$ cat config.mk
export PLATFORM = sky130hd
export DESIGN_NAME = diag_edge
export DESIGN_NICKNAME = d
export VERILOG_FILES = /design/src/rtl/diag_edge_pkg.sv /design/src/rtl/diag_edge_ctrl.sv /design/src/rtl/diag_edge_dp.sv /design/src/rtl/diag_edge.sv
export SDC_FILE = /design/constraint.sdc
export NUM_CORES = 2
export LEC_CHECK = 0
export BUFFER_PORTS_ARGS = -buffer_cell sky130_fd_sc_hd__buf_2
export CAP_MARGIN = 10
export CORE_MARGIN = 2
export CORE_UTILIZATION = 45
export DETAILED_ROUTE_END_ITERATION = 12
export PLACE_DENSITY = 0.56
export RECOVER_POWER = 50
export SLEW_MARGIN = 20
export SYNTH_ARGS = -nofsm -noshare
export SYNTH_HDL_FRONTEND = slang
export SYNTH_HIERARCHICAL = 1
export SYNTH_SLANG_ARGS = --single-unit
$ cat constraint.sdc
create_clock -name clk -period 20.9 [get_ports clk]
set_clock_uncertainty 0.1 [all_clocks]
set_input_delay 4.18 -clock clk [delete_from_list [all_inputs] [get_ports clk]]
set_output_delay 4.18 -clock clk [all_outputs]
set_load 0.01 [all_outputs]
$ cat src/rtl/diag_edge_pkg.sv
package diag_edge_pkg;
  localparam int SEL_W = 2;

  typedef struct packed {
    logic             push;      // pixel accepted this cycle
    logic             emit;      // an output word is produced
    logic             edgeMode;  // frame runs the diagonal mask
    logic             border;    // centre sits on row 0 or column 0
    logic             outSof;
    logic             outEol;
    logic [SEL_W-1:0] thrSel;    // threshold selection in force
  } ctrlStrobe_t;
endpackage

$ cat src/rtl/diag_edge_ctrl.sv
module diag_edge_ctrl
  import diag_edge_pkg::*;
#(
  parameter int WIDTH  = 120,
  parameter int HEIGHT = 120,
  localparam int COL_W = $clog2(WIDTH),
  localparam int ROW_W = $clog2(HEIGHT)
) (
  input  logic             clk,
  input  logic             rstN,
  input  logic             inValid,
  input  logic             inSof,
  input  logic             modeImage,
  input  logic [SEL_W-1:0] thrSel,
  output logic             inReady,
  output logic [COL_W-1:0] colIdx,
  output ctrlStrobe_t      strobe
);
  logic [COL_W-1:0] colCnt, curCol;
  logic [ROW_W-1:0] rowCnt, curRow;
  logic             modeReg, curMode, readyReg, push;
  logic [SEL_W-1:0] selReg, curSel;

  always_comb begin
    push    = inValid && readyReg;
    curCol  = inSof ? '0 : colCnt;
    curRow  = inSof ? '0 : rowCnt;
    curMode = inSof ? modeImage : modeReg;
    curSel  = inSof ? thrSel : selReg;
  end

  always_ff @(posedge clk) begin
    if (!rstN) begin
      colCnt   <= '0;
      rowCnt   <= '0;
      modeReg  <= 1'b0;
      selReg   <= '0;
      readyReg <= 1'b0;
    end else begin
      readyReg <= 1'b1;
      if (push) begin
        if (curCol == COL_W'(WIDTH - 1)) begin
          colCnt <= '0;
          rowCnt <= (curRow == ROW_W'(HEIGHT - 1)) ? '0 : curRow + 1'b1;
        end else begin
          colCnt <= curCol + 1'b1;
          rowCnt <= curRow;
        end
        if (inSof) begin
          modeReg <= modeImage;
          selReg  <= thrSel;
        end
      end
    end
  end

  always_comb begin
    strobe.push     = push;
    strobe.emit     = push && (curMode || (curRow != '0 && curCol != '0));
    strobe.edgeMode = !curMode;
    strobe.border   = (curRow == ROW_W'(1)) || (curCol == COL_W'(1));
    strobe.outSof   = curMode ? (curRow == '0 && curCol == '0)
                              : (curRow == ROW_W'(1) && curCol == COL_W'(1));
    strobe.outEol   = (curCol == COL_W'(WIDTH - 1));
    strobe.thrSel   = curSel;
  end

  assign inReady = readyReg;
  assign colIdx  = curCol;

  a_r2_col_range: assert property (@(posedge clk) disable iff (!rstN)
    int'(colCnt) < WIDTH);
  a_r2_row_range: assert property (@(posedge clk) disable iff (!rstN)
    int'(rowCnt) < HEIGHT);
  a_r10_mode_hold: assert property (@(posedge clk) disable iff (!rstN)
    !(push && inSof) |=> $stable(modeReg) && $stable(selReg));
  a_r11_idle_hold: assert property (@(posedge clk) disable iff (!rstN)
    !push |=> $stable(colCnt) && $stable(rowCnt));
endmodule

$ cat src/rtl/diag_edge_dp.sv
module diag_edge_dp
  import diag_edge_pkg::*;
#(
  parameter int WIDTH  = 120,
  parameter int PIX_W  = 6,
  parameter int MAG_W  = 5,
  localparam int COL_W = $clog2(WIDTH)
) (
  input  logic             clk,
  input  logic             rstN,
  input  ctrlStrobe_t      strobe,
  input  logic [COL_W-1:0] colIdx,
  input  logic [PIX_W-1:0] inPixel,
  output logic             outValid,
  output logic             outSof,
  output logic             outEol,
  output logic [PIX_W-1:0] outData
);
  localparam int LINES   = 2;
  localparam int TOP_THR = 1 << (MAG_W - 1);
  localparam int MAG_MAX = (1 << MAG_W) - 1;
  localparam int DIF_W   = PIX_W + 1;

  // tap[0] is the incoming pixel, tap[k] is the same column k rows up
  logic [PIX_W-1:0] tap [LINES+1];
  assign tap[0] = inPixel;

  for (genvar i = 0; i < LINES; i++) begin : gLine
    logic [PIX_W-1:0] mem [WIDTH];
    assign tap[i+1] = mem[colIdx];
    always_ff @(posedge clk) begin
      if (strobe.push) mem[colIdx] <= tap[i];
    end
  end

  logic [PIX_W-1:0] topD1, topD2, botD1, botD2;
  always_ff @(posedge clk) begin
    if (!rstN) begin
      topD1 <= '0; topD2 <= '0; botD1 <= '0; botD2 <= '0;
    end else if (strobe.push) begin
      topD1 <= tap[LINES];
      topD2 <= topD1;
      botD1 <= inPixel;
      botD2 <= botD1;
    end
  end

  function automatic logic [MAG_W-1:0] satMag(input logic [DIF_W-1:0] d);
    logic [DIF_W-1:0] a;
    a = d[DIF_W-1] ? (~d + 1'b1) : d;
    return (a > DIF_W'(MAG_MAX)) ? MAG_W'(MAG_MAX) : a[MAG_W-1:0];
  endfunction

  logic [DIF_W-1:0] diffA, diffB;
  logic [MAG_W-1:0] magA, magB, thr;
  logic             edgeFlag;

  always_comb begin
    diffA    = {1'b0, topD2} - {1'b0, inPixel};
    diffB    = {1'b0, tap[LINES]} - {1'b0, botD2};
    magA     = satMag(diffA);
    magB     = satMag(diffB);
    thr      = MAG_W'(TOP_THR >> strobe.thrSel);
    edgeFlag = !strobe.border && ((magA > thr) || (magB > thr));
  end

  always_ff @(posedge clk) begin
    if (!rstN) begin
      outValid <= 1'b0;
      outSof   <= 1'b0;
      outEol   <= 1'b0;
      outData  <= '0;
    end else begin
      outValid <= strobe.emit;
      if (strobe.emit) begin
        outSof  <= strobe.outSof;
        outEol  <= strobe.outEol;
        outData <= strobe.edgeMode ? {{(PIX_W-1){1'b0}}, edgeFlag} : inPixel;
      end
    end
  end

  a_r4_emit_follows: assert property (@(posedge clk) disable iff (!rstN)
    strobe.emit |=> outValid);
  a_r11_no_emit_quiet: assert property (@(posedge clk) disable iff (!rstN)
    !strobe.emit |=> !outValid);
  a_r6_upper_zero: assert property (@(posedge clk) disable iff (!rstN)
    strobe.emit && strobe.edgeMode |=> outData[PIX_W-1:1] == '0);
  a_r9_border_zero: assert property (@(posedge clk) disable iff (!rstN)
    strobe.emit && strobe.edgeMode && strobe.border |=> outData == '0);
  a_r3_passthru: assert property (@(posedge clk) disable iff (!rstN)
    strobe.emit && !strobe.edgeMode |=> outData == $past(inPixel));
endmodule

$ cat src/rtl/diag_edge.sv
module diag_edge
  import diag_edge_pkg::*;
#(
  parameter int WIDTH  = 120,
  parameter int HEIGHT = 120,
  parameter int PIX_W  = 6,
  parameter int MAG_W  = 5
) (
  input  logic             clk,
  input  logic             rstN,
  input  logic             inValid,
  output logic             inReady,
  input  logic [PIX_W-1:0] inPixel,
  input  logic             inSof,
  input  logic             modeImage,
  input  logic [SEL_W-1:0] thrSel,
  output logic             outValid,
  output logic [PIX_W-1:0] outData,
  output logic             outSof,
  output logic             outEol
);
  localparam int COL_W = $clog2(WIDTH);

  ctrlStrobe_t      strobe;
  logic [COL_W-1:0] colIdx;

  diag_edge_ctrl #(.WIDTH(WIDTH), .HEIGHT(HEIGHT)) u_ctrl (
    .clk(clk), .rstN(rstN), .inValid(inValid), .inSof(inSof),
    .modeImage(modeImage), .thrSel(thrSel), .inReady(inReady),
    .colIdx(colIdx), .strobe(strobe)
  );

  diag_edge_dp #(.WIDTH(WIDTH), .PIX_W(PIX_W), .MAG_W(MAG_W)) u_dp (
    .clk(clk), .rstN(rstN), .strobe(strobe), .colIdx(colIdx),
    .inPixel(inPixel), .outValid(outValid), .outSof(outSof),
    .outEol(outEol), .outData(outData)
  );
endmodule

## Word-level counts from Yosys, hierarchy flattened

Memory sizes are Yosys's and may differ from the RTL's.
Cells that the tools add are included.

| operators by class | value |
|---|---|
| reductions and logical operators | 14 |
| div/mod/pow operators | 0 |
| shift-type cells | 1 |
| eq/ne operators | 4 |
| $add $sub $neg | 6 |
| order comparisons | 4 |
| bitwise logic cells | 2 |
| multiplexer cells | 16 |
| $mul | 0 |

Operator list:

| cell | number |
|---|---|
| $mux 7 | 7 |
| $add 7x1->7 const B | 4 |
| $eq 7x1->1 const B | 2 |
| $eq 7x7->1 const B | 2 |
| $gt 7x5->1 const B | 2 |
| $logic_not 7->1 | 2 |
| $not 7->7 | 2 |
| $reduce_bool 7->1 | 2 |
| $sub 6x6->7 | 2 |
| $gt 5x5->1 | 2 |
| $mux 5 | 2 |
| $logic_and 1x1->1 | 6 |
| $mux 6 | 1 |
| $mux 1 | 5 |
| $shr 5x2->5 const A | 1 |
| $logic_or 1x1->1 | 3 |
| $mux 2 | 1 |
| $logic_not 1->1 | 1 |

| word-level totals | value |
|---|---|
| input bits | 13 |
| bits in read-only memories | 0 |
| memories | 2 |
| flip-flop bits (word level) | 51 |
| logic and storage cells | 62 |
| latch bits | 0 |
| bits in writable memories | 1440 |

Memory list:

| name | depth | width | rd ports | clocked after Yosys merged registers in | write ports | RTL line | text |
|---|---|---|---|---|---|---|---|
| u_dp.gLine[0].mem | 120 | 6 | 1 | 0 | 1 | diag_edge_dp.sv:29 | `logic [PIX_W-1:0] mem [WIDTH];` |
| u_dp.gLine[1].mem | 120 | 6 | 1 | 0 | 1 | diag_edge_dp.sv:29 |  |

## Logic depth before layout (Yosys ltp)

An unclocked memory read counts as a cell.

| depth | value |
|---|---|
| depth in word-level cells | 12 |
| gate-level depth with buffers | 30 |

## Hierarchy

The synthesis kept the hierarchy.

By module, submodules not included:

| module | cells an instance | times used | seq. area each (um2) | area an instance (um2) |
|---|---|---|---|---|
| diag_edge_dp | 3223 | 1 | 43902.1 | 58234.6 |
| diag_edge_ctrl | 150 | 1 | 360.3 | 1149.9 |

## Least setup slack after synthesis

OpenSTA, ideal clock, no wires.

| timing | value |
|---|---|
| path kind | input port to flip-flop |
| start | input port inSof |
| end | memory u_dp.gLine[1].mem[0][0], data pin |
| required time | 19104 ps |
| stages | 11 |
| arrival time | 13663 ps |
| path slack | 5441 ps |
| cells stage by stage | clkbuf_1 > nor2b_1 > buf_6 > nor2b_1 > buf_2 > buf_2 > buf_2 > a221oi_1 > o221ai_1 > a31oi_1 > o311ai_0 |

RTL lines:

| element | RTL line | text |
|---|---|---|
| start: declaration | diag_edge.sv:14 | `input logic inSof,` |
| end: declaration | diag_edge_dp.sv:29 |  |

## Worst setup path after layout

| timing | value |
|---|---|
| start | input port inSof |
| end | register u_dp.outData[0] |

| between the ends | value |
|---|---|
| word-level cells in the longest chain between the ends | 12 |
| elaborated cells on any way between the ends | 26 |

Ends and longest elaborated chain:

| element | RTL line | text |
|---|---|---|
| $mux 7 * | diag_edge_ctrl.sv:26 | `curCol = inSof ? '0 : colCnt;` |
| named net colIdx[1] | diag_edge.sv:25 | `logic [COL_W-1:0] colIdx;` |
| $mem_v2 120x6 | n/a |  |
| $sub 6x6->7 | diag_edge_dp.sv:60 | `diffB = {1'b0, tap[LINES]} - {1'b0, botD2};` |
| $not 7->7 | diag_edge_dp.sv:50 | `a = d[DIF_W-1] ? (~d + 1'b1) : d;` |
| $add 7x1->7 | diag_edge_dp.sv:50 |  |
| $mux 7 | diag_edge_dp.sv:50 |  |
| $gt 7x5->1 | diag_edge_dp.sv:51 | `return (a > DIF_W'(MAG_MAX)) ? MAG_W'(MAG_MAX) : a[MAG_W-1:0];` |
| $mux 5 | diag_edge_dp.sv:51 |  |
| $gt 5x5->1 | diag_edge_dp.sv:64 | `edgeFlag = !strobe.border && ((magA > thr) \|\| (magB > thr));` |
| $logic_or 1x1->1 | diag_edge_dp.sv:64 |  |
| $logic_and 1x1->1 | diag_edge_dp.sv:64 |  |
| $mux 6 | diag_edge_dp.sv:78 | `outData <= strobe.edgeMode ? {{(PIX_W-1){1'b0}}, edgeFlag} : inPixel;` |
| end signal: assignment | diag_edge_dp.sv:78 |  |
| end: declaration | diag_edge_dp.sv:17 | `output logic [PIX_W-1:0] outData` |

Mark *: on every way through the listed nets, which the timed path passes. The rest lies on a longest branch.
A chain may end at the register's enable or synchronous reset.

==> flow_metrics.py <==
metrics = {
    "drt": {
        "drtPass1Iterations": 8,
        "postRouteAntennaNets": 0,
        "viasPerCell": 6.469,
        "wirelength_um": 187100,
        "drt_iter0_markers": 5244,
        "drc": 0,
        "avgRoutedWirePerCell_um": 34.67,
        "dr_total_vias": 34910,
    },
    "layout": {
        "drive_above_1_share_pct": 17.70,
        "final_cell_mix": "edfxtp_1, nor2_1, mux2i_1",
        "fillerInstances": 10660,
        "fin_nets": 3558,
        "layout_commonest_cell": "edfxtp_1",
        "area_growth_pct": 12.36,
        "fin_util_pct": 50.82,
    },
    "synthesis": {
        "synth_area_leaders": "edfxtp_1, mux4_2, mux2i_1",
        "ys_warn_count": 6,
        "syn-instance-count": 3373,
        "synth_edf_count": 1440,
        "synth_top_area_share_pct": 72.82,
        "synthArstFlopShare_pct": 0,
        "ys_seq_area_share_pct": 74.54,
        "yosys.area.top_type": "edfxtp_1",
        "syn_nets": 3413,
        "synth.distinct_cells": 91,
        "synth_flop_cell": "edfxtp_1",
        "syn_area_per_cell_sq_um": 17.61,
        "ys_seq_elements": 1491,
        "netlist_area_sq_um": 59380,
    },
    "global_route": {
        "grt_pass1_wl_um": 263300,
        "antenna_found_initial": 9,
        "grt_pass1_vias": 33930,
        "track_usage_pct": 27.52,
        "grt_max_degree": 97,
        "grt-ovfl-total": 0,
    },
    "die": {
        "die_h_um": 367.3,
        "num_rows": 133,
        "die_area_sq_um": 134900,
        "core-area_sq_um": 131300,
        "io_pins": 23,
        "initial_core_util_pct": 45.23,
        "fp.dieW_um": 367.3,
    },
    "timing": {
        "tightestPinTransition_ps": 5118,
        "finalHoldViolCount": 0,
        "finalSetupViolations": 0,
        "slew_headroom_pct": -241.2,
        "rsz0062_at_grt": "no",
        "period_share_pct": 73.55,
        "fmax_mhz": 65.05,
        "setup_tns_ps": 0,
        "drv_slew": 958,
        "final.min_clock_period_ps": 15370,
    },
    "clock_network": {
        "cts_setup_buffers": 0,
        "cts_resized": 0,
        "cts_made_buffers": 155,
        "clock_path_buffers": 3,
        "cts-root-buf": "clkbuf_16",
        "path_clk_slew_ps": 60,
        "clk_latency_ps": 790,
        "postCtsHoldBufs": 0,
        "clock-sinks": 1491,
        "cts_max_level": 4,
        "cts_tree": "built",
    },
    "power": {
        "p_leak_nw": 20.68,
        "p_per_area_nw_per_um2": 93.56,
        "irDropWorstVdd_v": 0.00006549,
    },
    "setup_path": {
        "required_ps": 21420,
        "slowest_stage": "clkbuf_1",
        "worstSetupPathType": "in2reg",
        "critPathArrivalTime_ps": 15890,
        "critPathMaxFanout": 60,
        "critPathMaxStageDelay_ps": 2460,
        "cp-start-kind": "primary input",
        "crit_path_end_kind": "flip-flop",
    },
    "place": {
        "place_congestion": 0.9319,
        "dp_hpwl_um": 112900,
        "io_buffers": 22,
    },
    "status": {
        "status": "finished, violations left",
        "violations": "max-capacitance violations, max-slew violations",
    },
    "hold_path": {
        "min_path_type": "reg2reg",
    },
    "flow_run": {
        "maxCapViolations": 21,
    },
}
power by group:
group	leakage (nW)	switching (mW)	total, mW	internal [mW]
registers	13.4	0.00311	3.30	3.30
logic	4.95	0.203	0.277	0.0732
clock network	2.38	1.16	2.66	1.51
total	20.7	1.36	6.24	4.88
routing by layer:
| layer | global-route usage, % | up-vias | wire length [um] |
|---|---|---|---|
| met2 | 41.93 | 2122 | 85470 |
| met5 | 0 | - | 58 |
| li1 | - | 14080 | - |
| met1 | 38.67 | 18310 | 74640 |
| met4 | 10.70 | 8 | 7677 |
| met3 | 6.230 | 389 | 19230 |
worst max-delay path, delay by kind of cell:
kind / cells / cell delay (ps)
muxes: 2 / 1060
buffers and inverters: 6 / 5730
adders and majority gates: 3 / 1030
AOI/OAI and AO/OA: 12 / 2570
and+or+nand+nor: 4 / 1130
kinds of logic (layout without fill, tap and decap cells):
kind of cell / after synthesis / after routing / share of synthesized area, %
simple gates: 519 / 519 / 3.984
compound gates: 646 / 646 / 8.009
mux: 417 / 417 / 10.37
fa+ha+maj: 27 / 27 / 0.5942
other cells: 0 / 2 / 0
xor+xnor: 13 / 13 / 0.1917
buf+inv: 260 / 526 / 2.311
flops: 1491 / 1491 / 74.54
flip-flops by register name, indices dropped and copies added, names as in the netlist, 2 cells and up:
register	flops
u_dp/topD1	6
u_dp/outData	6
u_ctrl/colCnt	7
u_ctrl/rowCnt	7
u_dp/botD2	6
u_dp/gLine.mem	1440
u_dp/botD1	6
u_ctrl/selReg	2
u_dp/topD2	6
worst paths after layout:
check	from	to	slack (ps)	cells past startpoint
setup / recovery	inSof	u_dp/outData[0]$_SDFFE_PN0P_	5530	27
hold reg to reg	u_ctrl/selReg[0]$_SDFFE_PN0P_	u_ctrl/selReg[0]$_SDFFE_PN0P_	390	2
hold / removal	u_ctrl/selReg[0]$_SDFFE_PN0P_	u_ctrl/selReg[0]$_SDFFE_PN0P_	390	2
setup reg to reg	u_ctrl/colCnt[1]$_SDFFE_PN0P_	u_dp/outData[0]$_SDFFE_PN0P_	9480	25
through the flow:
step | setup WS, ps | power [mW] | hold slack, ps | instance area (sq um) | instances
finish | 5527 | 6.243 | 394.4 | 66730 | 5396
global route | 4753 | 6.406 | 426.3 | 66720 | 5394
CTS | 9012 | 6.273 | 393.9 | 67060 | 5394
detailed placement | 8202 | 3.635 | 384.2 | 62190 | 5116
global placement | 8102 | 3.627 | 378.0 | 62160 | 5115
floorplan | 5441 | 3.515 | 354.3 | 59380 | 3373
Yosys cell counts, drive strengths merged, types with 9 or more instances:
library cell,n
mux2i,170
a221oi,170
nand2b,12
ha,25
buf,163
edfxtp,1440
nor2,227
o22ai,51
xor2,9
a22o,11
dfxtp,51
a31oi,18
o221ai,22
o22a,11
nor4,9
a22oi,61
nand2,116
o21ai,87
nor3,29
a211oi,12
a221o,15
nand3,35
a21oi,94
clkbuf,62
mux2,98
nor2b,47
mux4,149
inv,35
o211ai,9
layout make-up:
class,instances,area (sq um),area share (%)
antenna,2,5.005,0.007500
tap,1755,2196,3.291
multi-input combinational,1622,13950,20.91
inverter,35,152.6,0.2288
timing repair buffer,213,1292,1.937
clock inverter,86,744.5,1.116
sequential,1491,44260,66.33
clock buffer,192,4124,6.180
(Power assumes the default switching activity.)
